$ cat src/rtl/mwr_pkg.sv
`timescale 1ns/1ps
package mwr_pkg;
  typedef enum logic [1:0] {
    DEST_AMP   = 2'b00,
    DEST_PHASE = 2'b01,
    DEST_FREQ  = 2'b10,
    DEST_POLAR = 2'b11
  } dest_e;
endpackage

$ cat src/rtl/mwr_field_split.sv
`timescale 1ns/1ps
module mwr_field_split
  import mwr_pkg::*;
#(
  parameter int PORT_W = 18,
  parameter int DATA_W = 16
) (
  input  logic [PORT_W-1:0] word_i,
  output logic [DATA_W-1:0] data_o,
  output dest_e             dest_o
);
  localparam int DEST_W = PORT_W - DATA_W;

  assign data_o = word_i[PORT_W-1:DEST_W];
  assign dest_o = dest_e'(word_i[DEST_W-1:0]);
endmodule

$ cat src/rtl/mwr_freq_offset.sv
`timescale 1ns/1ps
module mwr_freq_offset #(
  parameter int DATA_W = 16,
  parameter int FTW_W  = 32,
  parameter int GAIN_W = 4
) (
  input  logic [FTW_W-1:0]  base_i,
  input  logic [DATA_W-1:0] data_i,
  input  logic [GAIN_W-1:0] gain_i,
  output logic [FTW_W-1:0]  sum_o
);
  localparam int PAD_W = FTW_W - DATA_W;

  // log-depth shifter: stage s shifts by 2**s when gain bit s is set
  logic [FTW_W-1:0] stage [GAIN_W+1];
  assign stage[0] = {{PAD_W{1'b0}}, data_i};

  for (genvar s = 0; s < GAIN_W; s++) begin : g_shift
    always_comb begin
      if (gain_i[s]) stage[s+1] = stage[s] << (1 << s);
      else           stage[s+1] = stage[s];
    end
  end

  // modulo 2^FTW_W by width
  assign sum_o = base_i + stage[GAIN_W];
endmodule

$ cat src/rtl/mwr_param_reg.sv
`timescale 1ns/1ps
module mwr_param_reg #(
  parameter int W = 16
) (
  input  logic         clk_i,
  input  logic         rst_ni,
  input  logic         load_i,
  input  logic [W-1:0] d_i,
  output logic [W-1:0] q_o
);
  always_ff @(posedge clk_i or negedge rst_ni) begin
    if (!rst_ni)     q_o <= '0;
    else if (load_i) q_o <= d_i;
  end
endmodule

$ cat src/rtl/mod_word_router.sv
`timescale 1ns/1ps
module mod_word_router
  import mwr_pkg::*;
#(
  parameter int PORT_W  = 18,
  parameter int DATA_W  = 16,
  parameter int FTW_W   = 32,
  parameter int PHASE_W = 16,
  parameter int AMP_W   = 14,
  parameter int GAIN_W  = 4
) (
  input  logic               clk_i,
  input  logic               rst_ni,
  input  logic [PORT_W-1:0]  port_word_i,
  input  logic               capture_i,
  input  logic [FTW_W-1:0]   base_ftw_i,
  input  logic [GAIN_W-1:0]  fm_gain_i,
  input  logic [PHASE_W-1:0] base_phase_i,
  input  logic [AMP_W-1:0]   base_amp_i,
  output logic [FTW_W-1:0]   ftw_o,
  output logic [PHASE_W-1:0] phase_o,
  output logic [AMP_W-1:0]   amp_o
);
  localparam int BYTE_W   = 8;
  localparam int PH_PAD_W = PHASE_W - BYTE_W;
  localparam int AM_PAD_W = AMP_W - BYTE_W;

  logic [DATA_W-1:0] data;
  dest_e             dest;
  logic [FTW_W-1:0]  ftw_sum;
  logic              primed_q;

  logic               ftw_ld, ph_ld, am_ld;
  logic [FTW_W-1:0]   ftw_d;
  logic [PHASE_W-1:0] ph_d;
  logic [AMP_W-1:0]   am_d;

  mwr_field_split #(.PORT_W(PORT_W), .DATA_W(DATA_W)) u_split (
    .word_i (port_word_i),
    .data_o (data),
    .dest_o (dest)
  );

  mwr_freq_offset #(.DATA_W(DATA_W), .FTW_W(FTW_W), .GAIN_W(GAIN_W)) u_freq (
    .base_i (base_ftw_i),
    .data_i (data),
    .gain_i (fm_gain_i),
    .sum_o  (ftw_sum)
  );

  // first edge after reset seeds outputs from the base inputs
  always_ff @(posedge clk_i or negedge rst_ni) begin
    if (!rst_ni) primed_q <= 1'b0;
    else         primed_q <= 1'b1;
  end

  always_comb begin
    ftw_ld = 1'b0;
    ph_ld  = 1'b0;
    am_ld  = 1'b0;
    ftw_d  = ftw_sum;
    ph_d   = data[DATA_W-1 -: PHASE_W];
    am_d   = data[DATA_W-1 -: AMP_W];
    if (!primed_q) begin
      ftw_ld = 1'b1;
      ph_ld  = 1'b1;
      am_ld  = 1'b1;
      ftw_d  = base_ftw_i;
      ph_d   = base_phase_i;
      am_d   = base_amp_i;
    end else if (capture_i) begin
      unique case (dest)
        DEST_AMP:   am_ld  = 1'b1;
        DEST_PHASE: ph_ld  = 1'b1;
        DEST_FREQ:  ftw_ld = 1'b1;
        DEST_POLAR: begin
          ph_ld = 1'b1;
          am_ld = 1'b1;
          ph_d  = {data[DATA_W-1 -: BYTE_W], {PH_PAD_W{1'b0}}};
          am_d  = {data[BYTE_W-1:0], {AM_PAD_W{1'b0}}};
        end
        default: ;
      endcase
    end
  end

  mwr_param_reg #(.W(FTW_W)) u_ftw_reg (
    .clk_i (clk_i), .rst_ni (rst_ni), .load_i (ftw_ld), .d_i (ftw_d), .q_o (ftw_o)
  );
  mwr_param_reg #(.W(PHASE_W)) u_phase_reg (
    .clk_i (clk_i), .rst_ni (rst_ni), .load_i (ph_ld), .d_i (ph_d), .q_o (phase_o)
  );
  mwr_param_reg #(.W(AMP_W)) u_amp_reg (
    .clk_i (clk_i), .rst_ni (rst_ni), .load_i (am_ld), .d_i (am_d), .q_o (amp_o)
  );
endmodule

$ cat config.mk
export PLATFORM = sky130hd
export DESIGN_NAME = mod_word_router
export DESIGN_NICKNAME = d
export VERILOG_FILES = /design/src/rtl/mwr_pkg.sv /design/src/rtl/mwr_field_split.sv /design/src/rtl/mwr_freq_offset.sv /design/src/rtl/mwr_param_reg.sv /design/src/rtl/mod_word_router.sv
export SDC_FILE = /design/constraint.sdc
export NUM_CORES = 1
export LEC_CHECK = 0
export BUFFER_PORTS_ARGS = -buffer_cell sky130_fd_sc_hd__buf_4
export CAP_MARGIN = 20
export CORE_MARGIN = 10
export CORE_UTILIZATION = 58
export CTS_CLUSTER_DIAMETER = 30
export DETAILED_ROUTE_END_ITERATION = 12
export PLACE_DENSITY = 0.94
export SETUP_SLACK_MARGIN = 0.3
export SYNTH_ARGS = -nofsm -noshare
export SYNTH_HDL_FRONTEND = slang
export SYNTH_SLANG_ARGS = --single-unit
$ cat constraint.sdc
create_clock -name clk_i -period 3.3 [get_ports clk_i]
set_input_delay 0.825 -clock clk_i [delete_from_list [all_inputs] [get_ports clk_i]]
set_output_delay 0.825 -clock clk_i [all_outputs]
set_load 0.02 [all_outputs]
==> results.sh, run 1 <==
export IMPL_io_pins=149
export IMPL_synth_cells=693
export IMPL_hold_buffers=0
export IMPL_ys_seq_area_share_pct=28.9
export IMPL_synth_net_count=814
export IMPL_synth_distinct_cells=56
export IMPL_syn_area_mm2=0.00546
export IMPL_routabilityCongestion=1.02
export IMPL_ctsHtreeMaxLevel=3
export IMPL_start_util_pct=59.4
export IMPL_ys_ff_latch=63
export IMPL_cts_root_buf="clkbuf_8"
export IMPL_placed_area_mm2=0.00754
export IMPL_die_w_um=117
export IMPL_synthArstFlopShare_pct=100
export IMPL_rows=35
export IMPL_die_h_um=117
export IMPL_io_buffers=148
export IMPL_cts_buffers=9
export IMPL_hpwl_um=16700
export IMPL_synth_edf_count=0
export IMPL_syn_avg_cell_area_um2=7.88
export IMPL_cts_sinks=63
export IMPL_ys_flop_type="dfrtp_1"
export IMPL_lastStage="global routing"
export IMPL_grt_max_degree=72
export IMPL_placed_cells=1035
export IMPL_cts_buffer_depth=2
export IMPL_yosys_warnings=0
export IMPL_error_line="[ERROR DPL-0038] Utilization greater than 100%, impossible to legalize"
export IMPL_outcome="did not finish"
export IMPL_worst_endpoint="u_ftw_reg.q_o[25]$_DFFE_PN0P_/D"
export IMPL_worst_ep_kind="register data pin"
logic make-up after synthesis:
| logic type | after synthesis | synth area share [%] |
|---|---|---|
| flip-flops | 63 | 28.9 |
| multiplexers | 44 | 8.82 |
| other | 1 | 0.0687 |
| AO/OA/AOI/OAI | 231 | 26.0 |
| buffers and inverters | 60 | 4.40 |
| XOR/XNOR | 24 | 3.85 |
| AND/OR/NAND/NOR | 236 | 20.1 |
| adder cells (fa/ha/maj) | 34 | 7.93 |
synthesized netlist by cell type (2+ instances only):
master / n / share of area (%)
a221oi_2: 3 / 0.83
and3_1: 3 / 0.34
mux2i_1: 29 / 5.3
a31oi_1: 22 / 2.5
nor2_1: 88 / 6.1
o211ai_1: 2 / 0.27
o21ai_2: 3 / 0.48
nand4_1: 10 / 1.1
a211o_1: 2 / 0.32
nand2_1: 75 / 5.2
a21oi_1: 101 / 9.3
nor3b_1: 15 / 2.1
mux2_2: 13 / 2.7
buf_4: 2 / 0.27
o21ai_1: 5 / 0.46
a211oi_2: 2 / 0.46
inv_1: 9 / 0.62
ha_1: 33 / 7.6
buf_1: 10 / 0.69
xor2_1: 8 / 1.3
nand2b_1: 3 / 0.34
buf_2: 6 / 0.55
nor4_1: 3 / 0.34
o21ai_0: 40 / 3.7
and2_1: 6 / 0.69
o22ai_1: 2 / 0.23
nor3_1: 8 / 0.73
o21bai_1: 3 / 0.41
mux4_2: 2 / 0.83
a21o_1: 21 / 2.9
nand3_1: 7 / 0.64
a211oi_1: 10 / 1.4
nor2b_1: 14 / 1.6
clkbuf_1: 33 / 2.3
dfrtp_1: 63 / 29
o31a_1: 2 / 0.32
xnor2_1: 16 / 2.6
timing repair:
action	4_1_cts
cloned	1
resized for setup	131
pin swaps	64
setup endpoints to repair	25
setup buffers	15
through the flow:
step | worst slack (ns) | TNS [ns]
floorplan | -0.576 | -7.51
global placement | -0.649 | -10.14
detailed placement | -0.850 | -15.18
CTS | -0.296 | -2.22
==> run 2, diff against run 1 <==
CORE_UTILIZATION = 40   (was 58)
CTS_CLUSTER_DIAMETER = default   (was 30)
PLACE_DENSITY = default   (was 0.94)
PLACE_DENSITY_LB_ADDON = 0.15   (was default)
SETUP_SLACK_MARGIN = default   (was 0.3)
==> run 2 against run 1 <==
  * Synthesized cell count is the same
  * Synthesized area unchanged
  * The flow now finishes, with violations (setup timing)
==> results.sh, run 2 <==
export IMPL_grt_pass1_vias=6397
export IMPL_power_internal_mw=2.41
export IMPL_die_h_um=137
export IMPL_synthArstFlopShare_pct=100
export IMPL_fmax_ghz=0.285
export IMPL_synth_net_count=814
export IMPL_critical_path_most_common_cell="a21oi_2"
export IMPL_grt_max_degree=64
export IMPL_core_mm2=0.0133
export IMPL_nets=1111
export IMPL_mostFrequentLayoutCells="buf_4 (312), nor2_1 (77), nand2_1 (68), a21oi_1 (67), dfrtp_1 (62)"
export IMPL_overflow=0
export IMPL_synth_distinct_cells=56
export IMPL_ctsHtreeMaxLevel=3
export IMPL_outcome="finished with violations"
export IMPL_drive_gt1_share_pct=51.7
export IMPL_power_frac_clock_pct=28.0
export IMPL_die_area_mm2=0.0187
export IMPL_grt_antenna_before_repair=0
export IMPL_p_sw_share_pct=35.4
export IMPL_placed_cells=1114
export IMPL_crit_required_ns=3.56
export IMPL_stdcell_count=1171
export IMPL_cts_root_buf="clkbuf_16"
export IMPL_crit_path_max_incr_delay_ns=0.30
export IMPL_cp_start_kind="input port"
export IMPL_wl_per_cell_um=18.8
export IMPL_io_pins=149
export IMPL_insertion_delay_ns=0.35
export IMPL_viasPerCell=5.38
export IMPL_crit_chain="buf_12 > clkinvlp_4 > buf_6 > a211oi_2 > a21oi_2 > mux2_4 > nor2_4 > a21oi_2 > ha_4 > and3_4 > nand2_4 > nor4b_4 > o311a_4 > a41oi_2 > o21ba_1 > o21ai_2 > xnor2_1 > a221oi_2"
export IMPL_dr_total_vias=6301
export IMPL_syn_area_mm2=0.00546
export IMPL_worst_r2r_setup_slack_ns=1.72
export IMPL_p_leak_nw=4.33
export IMPL_reg2reg_depth=2
export IMPL_insertedDiodeCount=0
export IMPL_reg_top3="u_ftw_reg.q_o: 32 flops, u_phase_reg.q_o: 16 flops, u_amp_reg.q_o: 14 flops"
export IMPL_synth_top_area_share_pct=28.9
export IMPL_hp_class="reg -> reg"
export IMPL_critPathKind="in -> reg"
export IMPL_synth_edf_count=0
export IMPL_placed_area_mm2=0.00776
export IMPL_clkTransAtPathRegs_ns=0.06
export IMPL_crit_slowest_cell="nor4b_4"
export IMPL_hpwl_um=15900
export IMPL_drt_pass1_iterations=4
export IMPL_ys_top_cells_by_area="dfrtp_1 (29%), a21oi_1 (9.3%), ha_1 (7.6%)"
export IMPL_post_route_util_pct=70.6
export IMPL_min_to="u_ftw_reg.q_o[19]"
export IMPL_rsz0062_at_grt="yes"
export IMPL_worst_hold_slack_ns=0.514
export IMPL_fin_skew_ns=0.00679
export IMPL_top_register="u_ftw_reg.q_o"
export IMPL_p_switching_mw=1.32
export IMPL_total_power_mw=3.74
export IMPL_critPathArrivalTime_ns=3.77
export IMPL_slew_headroom_pct=36.2
export IMPL_setup_viol_count_final=13
export IMPL_r2r_start="primed_q"
export IMPL_cp_max_fo=6
export IMPL_gr_usage_all_layers_pct=21.5
export IMPL_fin_crit_sh_pct=106
export IMPL_routabilityCongestion=0.893
export IMPL_yosysMostFrequentCell="a21oi_1"
export IMPL_endpoint_kind="flop"
export IMPL_ys_flop_type="dfrtp_1"
export IMPL_grt_pass1_wl_um=32300
export IMPL_power_frac_seq_pct=24.4
export IMPL_synth_cells=693
export IMPL_setup_tns_ns=-1.57
export IMPL_yosysTopAreaCell="dfrtp_1"
export IMPL_start_util_pct=41.1
export IMPL_cts_sinks=63
export IMPL_min_from="u_ftw_reg.q_o[19]"
export IMPL_ys_ff_latch=63
export IMPL_routed_wirelength_um=22000
export IMPL_period_minus_slack_ns=3.51
export IMPL_hold_buffers=0
export IMPL_drc=0
export IMPL_worst_slew_pin_slew_ns=0.954
export IMPL_cts_buffers=9
export IMPL_drtAntennaViolNets=0
export IMPL_syn_avg_cell_area_um2=7.88
export IMPL_rows=42
export IMPL_cts_tree="yes"
export IMPL_yosys_warnings=0
export IMPL_fin_area_mm2=0.00939
export IMPL_violations="setup timing"
export IMPL_power_density_mw_per_mm2=398
export IMPL_ys_seq_area_share_pct=28.9
export IMPL_r2r_end="u_ftw_reg.q_o[16]"
export IMPL_largest_register_ffs=32
export IMPL_pwr_share_comb_pct=47.6
export IMPL_setup_ws_ns=-0.206
export IMPL_drt_iter0_drc=374
export IMPL_synth_commonest_cells="a21oi_1 (101), nor2_1 (88), nand2_1 (75)"
export IMPL_slew_violations=0
export IMPL_holdPathStages=2
export IMPL_syn_to_final_growth_pct=72.0
export IMPL_die_w_um=137
export IMPL_cts_buffer_depth=2
export IMPL_layout_commonest_cell="buf_4"
export IMPL_vdd_ir_drop_max_mv=0.286
export IMPL_io_buffers=148
export IMPL_hold_viol_final=0
export IMPL_place_ws_ns=-0.982
export IMPL_cap_violations=0
==> run 2: cell counts after synthesis <==
No cell type changed its count.
==> run 2: cell families (layout without fill, tap and decap cells) <==
kind of cell               Yosys count  count (layout)  share of synthesized area, %
adders and majority gates           34              34                          7.93
and+or+nand+nor                    236             236                          20.1
xor gates and xnor gates            24              24                          3.85
buffers and inverters               60             362                          4.40
other                                1               1                        0.0687
DFF                                 63              63                          28.9
muxes                               44              44                          8.82
AOI/OAI and AO/OA                  231             231                          26.0
==> run 2: metal layers <==
layer | part of all wire (%) | GRT usage, % | wire (um) | vias to the layer above
li1 | - | - | - | 3090
met1 | 41 | 25.3 | 9000 | 3005
met2 | 49 | 36.3 | 10800 | 176
met3 | 7.5 | 6.63 | 1660 | 30
met4 | 2.2 | 7.26 | 492 | 0
met5 | 0 | 0 | 0 | -
==> run 2: critical path, delay by kind of cell <==
kind,cells,cell delay [ns]
AOI/OAI and AO/OA,8,1.22
and+or+nand+nor,4,0.68
buffers and inverters,3,0.34
muxes,1,0.29
adders and majority gates,1,0.29
xor gates and xnor gates,1,0.10
==> run 2: worst max-delay path by stage <==
stage | from | endpoint | slack, ns | depth (start not counted)
floorplan | fm_gain_i[0] | u_ftw_reg.q_o[29] | -0.58 | 15
finish | fm_gain_i[1] | u_ftw_reg.q_o[29] | -0.21 | 18
detailed placement | fm_gain_i[0] | u_ftw_reg.q_o[28] | -0.98 | 17
global route | fm_gain_i[0] | u_ftw_reg.q_o[29] | -0.34 | 16
CTS | fm_gain_i[0] | u_ftw_reg.q_o[29] | -0.31 | 14
global placement | fm_gain_i[0] | u_ftw_reg.q_o[28] | -0.92 | 17
==> run 2: area by class of cell <==
cell class | count | area (um^2)
Multi-Input combinational cell | 570 | 4520
Sequential cell | 63 | 1580
Clock inverter | 6 | 86.3
Fill cell | 1013 | 3910
Timing Repair Buffer | 337 | 2710
Clock buffer | 10 | 229
Inverter | 9 | 37.5
Tap cell | 176 | 220
==> run 2: what timing repair did <==
action                                  in CTS  in global routing
endpoints found under the setup margin      22                 21
gates cloned                                 2                  0
pin swaps                                   62                 74
setup buffers                               19                 23
resized for setup                           98                115
==> run 2: power by group through the flow <==
stage	logic [mW]	registers (mW)	clock network (mW)
3_3_place_gp	1.37	0.920	0
6_report	1.78	0.912	1.05
4_1_cts	1.54	0.912	1.05
2_1_floorplan	0.637	1.02	0
3_5_place_dp	1.39	0.925	0
5_1_grt	1.91	0.921	1.09
(Power assumes the default switching activity.)
